[src/rtl/bp_pkg.sv]
package bp_pkg;
  typedef enum logic [1:0] {
    POL_SHORT = 2'b00,
    POL_LONG  = 2'b01,
    POL_EARLY = 2'b10,
    POL_ALT   = 2'b11
  } bp_policy_e;
endpackage

[src/rtl/bp_free_count.sv]
module bp_free_count #(
  parameter int NBUF = 4,
  parameter int CW   = $clog2(NBUF + 1)
) (
  input  logic [NBUF-1:0] ready_i,
  output logic [CW-1:0]   count_o
);
  always_comb begin
    count_o = '0;
    for (int i = 0; i < NBUF; i++) begin
      count_o = count_o + CW'(ready_i[i]);
    end
  end
endmodule

[src/rtl/bp_rise_delay.sv]
module bp_rise_delay #(
  parameter int DEPTH = 2
) (
  input  logic clk,
  input  logic rst_n,
  input  logic req_i,
  output logic ok_o
);
  logic [DEPTH-1:0] sh_q;
  logic [DEPTH-1:0] sh_d;

  always_comb begin
    sh_d[0] = req_i;
    for (int i = 1; i < DEPTH; i++) begin
      sh_d[i] = req_i & sh_q[i-1];
    end
  end

  assign ok_o = req_i & sh_q[DEPTH-1];

  always_ff @(posedge clk or negedge rst_n) begin
    if (!rst_n) begin
      sh_q <= '0;
    end else begin
      sh_q <= sh_d;
    end
  end
endmodule

[src/rtl/bp_credit_window.sv]
module bp_credit_window #(
  parameter int LEN = 2,
  parameter int CW  = 3
) (
  input  logic          clk,
  input  logic          rst_n,
  input  logic [CW-1:0] free_i,
  output logic          open_o
);
  localparam int LW = $clog2(LEN + 1);

  logic          zero_q;
  logic          zero_d;
  logic [LW-1:0] left_q;
  logic [LW-1:0] left_d;
  logic          trig;
  logic          active;

  assign trig   = zero_q & (free_i == CW'(1));
  assign active = (left_q != '0);
  assign open_o = trig | active;

  always_comb begin
    zero_d = (free_i == '0);
    if (trig) begin
      left_d = LW'(LEN - 1);
    end else if (active) begin
      left_d = left_q - LW'(1);
    end else begin
      left_d = '0;
    end
  end

  always_ff @(posedge clk or negedge rst_n) begin
    if (!rst_n) begin
      zero_q <= 1'b0;
      left_q <= '0;
    end else begin
      zero_q <= zero_d;
      left_q <= left_d;
    end
  end
endmodule

[src/rtl/bp_stop_gen.sv]
module bp_stop_gen
  import bp_pkg::*;
#(
  parameter int NBUF       = 4,
  parameter int LONG_LIMIT = 1,
  parameter int RISE_DELAY = 2,
  parameter int OPEN_LEN   = 2
) (
  input  logic            clk,
  input  logic            rst_n,
  input  logic [NBUF-1:0] buf_ready,
  input  logic [1:0]      mode_cfg,
  output logic            stop_o
);
  localparam int CW = $clog2(NBUF + 1);

  logic [CW-1:0] free_cnt;
  logic          none_free;
  logic          few_free;
  logic          rise_ok;
  logic          win_open;
  logic          idle;
  logic          mode_en;
  bp_policy_e    mode_q;
  bp_policy_e    mode_d;
  logic          stop_q;
  logic          stop_d;

  bp_free_count #(.NBUF(NBUF), .CW(CW)) u_cnt (
    .ready_i (buf_ready),
    .count_o (free_cnt)
  );

  assign none_free = (free_cnt == '0);
  assign few_free  = (free_cnt <= CW'(LONG_LIMIT));
  assign idle      = &buf_ready;

  bp_rise_delay #(.DEPTH(RISE_DELAY)) u_dly (
    .clk   (clk),
    .rst_n (rst_n),
    .req_i (few_free),
    .ok_o  (rise_ok)
  );

  bp_credit_window #(.LEN(OPEN_LEN), .CW(CW)) u_win (
    .clk    (clk),
    .rst_n  (rst_n),
    .free_i (free_cnt),
    .open_o (win_open)
  );

  // policy capture only while every buffer is free
  assign mode_en = idle;
  always_comb begin
    mode_d = mode_q;
    if (mode_en) begin
      mode_d = bp_policy_e'(mode_cfg);
    end
  end

  always_comb begin
    unique case (mode_q)
      POL_SHORT: stop_d = none_free;
      POL_EARLY: stop_d = rise_ok & ~win_open;
      default:   stop_d = few_free;
    endcase
  end

  always_ff @(posedge clk or negedge rst_n) begin
    if (!rst_n) begin
      mode_q <= POL_SHORT;
      stop_q <= 1'b0;
    end else begin
      mode_q <= mode_d;
      stop_q <= stop_d;
    end
  end

  assign stop_o = stop_q;
endmodule

[config.mk]
export PLATFORM = sky130hd
export DESIGN_NAME = bp_stop_gen
export DESIGN_NICKNAME = d
export VERILOG_FILES = /design/src/rtl/bp_pkg.sv /design/src/rtl/bp_free_count.sv /design/src/rtl/bp_rise_delay.sv /design/src/rtl/bp_credit_window.sv /design/src/rtl/bp_stop_gen.sv
export SDC_FILE = /design/constraint.sdc
export NUM_CORES = 1
export LEC_CHECK = 0
export ABC_CLOCK_PERIOD_IN_PS = 2000
export BUFFER_PORTS_ARGS = -buffer_cell sky130_fd_sc_hd__buf_2
export CAP_MARGIN = 25
export CELL_PAD_IN_SITES_DETAIL_PLACEMENT = 0
export CELL_PAD_IN_SITES_GLOBAL_PLACEMENT = 1
export CORE_AREA = 4 4 41 43
export DETAILED_ROUTE_END_ITERATION = 16
export DIE_AREA = 0 0 45 47
export PLACE_DENSITY_LB_ADDON = 0.1
export SETUP_SLACK_MARGIN = 0.02
export SYNTH_ARGS = -nofsm -noshare
export SYNTH_HDL_FRONTEND = slang
export SYNTH_HIERARCHICAL = 1
export SYNTH_SLANG_ARGS = --single-unit
[constraint.sdc]
create_clock -name clk -period 2 [get_ports clk]
set_input_delay 0.6 -clock clk [delete_from_list [all_inputs] [get_ports clk]]
set_output_delay 0.6 -clock clk [all_outputs]
set_load 0.005 [all_outputs]
==> results.json <==
{
  "status": "finished, violations left",
  "violations": "negative setup slack",
  "nets": 60,
  "critPathSlowestCell": "fa_1",
  "die_w_microns": 45,
  "hold_class": "primary input to async pin",
  "maxCapViolCount": 0,
  "place_congestion": 0.700,
  "fin_area_sq_um": 543,
  "die_h_microns": 47,
  "path_class": "primary input to flip-flop",
  "drc": 0,
  "power.share.clock": 0.281,
  "reg2reg_slack_ns": 1.01,
  "grt_pass1_wl_mm": 1.00,
  "area_delta_synth_final_pct": 45.6,
  "fillers": 133,
  "final_common_cell": "dfrtp_1",
  "ir_worst_vdd_mv": 0.418,
  "dpl_cell_area_sq_um": 479,
  "fp-row-count": 13,
  "root_buffer": "clkbuf_4",
  "fin_crit_ns": 2.09,
  "routed-via-count": 270,
  "slew_violations": 0,
  "synth_nets": 43,
  "drt-initial-drc-count": 2,
  "via_per_inst": 4.35,
  "path_delay_family": "adder cells",
  "syn_avg_cell_area_sq_um": 11.7,
  "wire_per_inst_microns": 10.4,
  "cts_hold_buf": 0,
  "grt_pass1_vias": 255,
  "fin_crit_sh": 1.04,
  "start_kind": "primary input",
  "htreeDepth": 1,
  "yosysWarnings": 6,
  "rsz0062_at_grt": "yes",
  "switching_share": 0.240,
  "hpwl_microns": 541,
  "cts.path.max_buffers": 2,
  "cts_made_buffers": 3,
  "cp_max_fo": 3,
  "required_ns": 2.19,
  "clock_skew_ns": 0.00149,
  "p_leak_nw": 0.272,
  "final_cell_mix": "8 x dfrtp_1, 6 x buf_2, 4 x buf_4, 4 x inv_1, 3 x clkbuf_4",
  "fmax_mhz": 479,
  "dp_cells": 58,
  "final_util": 0.417,
  "grt-ovfl-total": 0,
  "critPathMaxStageDelay_ns": 0.52,
  "yosysSeqAreaShare": 0.537,
  "insertion_delay_ns": 0.25,
  "reg2reg_depth": 4,
  "firstDrtPassIters": 4,
  "power-per-cell-area_mw_per_mm2": 775,
  "r2r_start": "u_win/left_q[1]",
  "syn_inst": 32,
  "yosys.area.top_type_share": 0.537,
  "fin_cells": 62,
  "antenna_found_initial": 0,
  "timing.critical_path.buf_inv": 3,
  "pwr-share-comb": 0.244,
  "reg2reg_to": "stop_o",
  "port_buffers": 8,
  "clkSlewWorstSetupHoldPaths_ns": 0.05,
  "yosys_register_bits": 8,
  "cts_tree": "yes",
  "grt_start_max_net_pins": 9,
  "layout-drive-gt1-share": 0.511,
  "endpoint_kind": "flip-flop",
  "grtUsageTotal": 0.0735,
  "crit_chain": "buf_8, inv_4, fa_1, inv_1, ha_2, ha_4, nand4bb_1, nand2_1, nor4bb_2, a21o_1",
  "setup_viol": 1,
  "finalPower_uw": 421,
  "synth.largest_area_cell": "dfrtp_1",
  "internal_power_uw": 320,
  "detail-route-antenna-nets": 0,
  "power_switching_uw": 101,
  "ios": 9,
  "clkSinkCount": 8,
  "synth_cell_types": 16,
  "crit_arrival_ns": 2.28,
  "worst_pin_slew_ns": 0.199,
  "hold_viol_final": 0,
  "wirelength_microns": 643,
  "worst_slack_ns": -0.0898,
  "syn_area_sq_um": 373,
  "max_slew_margin": 0.865,
  "cp_num_cells": 10,
  "dieArea_sq_mm": 0.00212,
  "seqPwrFrac": 0.475,
  "synth.area.top_cells": "dfrtp_1 54%, ha_1 6.7%, inv_1 6.0%",
  "start_util": 0.287,
  "n_antenna_cell": 0,
  "core_area_sq_mm": 0.00130,
  "dp_slack_ns": -0.456
}
==> through the flow <==
step | hold WS [ns] | setup TNS, ns
2_1_floorplan | 0.304 | -0.279
3_3_place_gp | 0.440 | -1.41
3_5_place_dp | 0.440 | -1.54
4_1_cts | 0.181 | -0.107
5_1_grt | 0.183 | -0.221
6_report | 0.184 | -0.0898
==> final cells by class <==
type                    count  area (sq um)  share of cell area
flip-flops and latches      8           200               0.369
inverters                   6          32.5              0.0599
repair buffers             12          90.1               0.166
clock buffers               3          22.5              0.0415
well taps                  15          18.8              0.0346
multi-input cells          18           179               0.329
==> sequential cells by signal (all words and copies together) (netlist names) <==
signal / cells
mode_q: 2
u_dly/sh_q: 2
u_win/left_q: 2
stop_o: 1
u_win/zero_q: 1
==> what timing repair did <==
| item | 4_1_cts | 5_1_grt |
|---|---|---|
| buffers inserted | 1 | 0 |
| pin swaps | 6 | 1 |
| gates resized for setup | 6 | 3 |
| endpoints found under the setup margin | 3 | 2 |
==> Yosys cell counts <==
master	number
and2_1	2
nand4bb_1	1
mux2_2	2
o21bai_1	1
a21o_1	1
inv_1	6
ha_1	2
o21ai_0	1
and3_1	1
nand2_1	1
nor4bb_1	1
fa_1	1
nor2_1	2
nand4_1	1
nor3_1	1
dfrtp_1	8
==> routing by layer <==
metal  routed length, microns  up-vias  global-route usage  part of all wire
li1                         -      135                   -                 -
met1                      240      124              0.0706              0.37
met2                      331        7               0.116              0.51
met3                       42        4              0.0230             0.065
met4                       29        0              0.0877             0.045
met5                        0        -                   0                 0
==> logic make-up (layout without fill, tap and decap cells) <==
group,Yosys count,in the layout,share of synthesized area
AOI/OAI and AO/OA,3,3,0.0537
adders and majority gates,3,3,0.121
buffers and inverters,6,21,0.0604
DFF,8,8,0.537
muxes,2,2,0.0604
and+or+nand+nor,10,10,0.168
==> power groups by stage <==
stage | clock network, mW | registers (mW) | logic [mW]
global placement | 0 | 0.202 | 0.0954
detailed placement | 0 | 0.202 | 0.0970
CTS | 0.125 | 0.200 | 0.102
finish | 0.118 | 0.200 | 0.103
floorplan | 0 | 0.199 | 0.0569
global route | 0.132 | 0.202 | 0.114
==> worst max path at each step <==
stage | start | endpoint | slack, ns
3_3_place_gp | buf_ready[3] | stop_o | -0.44
2_1_floorplan | buf_ready[3] | stop_o | -0.21
5_1_grt | buf_ready[1] | stop_o | -0.18
4_1_cts | buf_ready[1] | stop_o | -0.10
3_5_place_dp | buf_ready[3] | stop_o | -0.46
6_report | buf_ready[1] | stop_o | -0.09
Power figures use the tool's default switching activity.
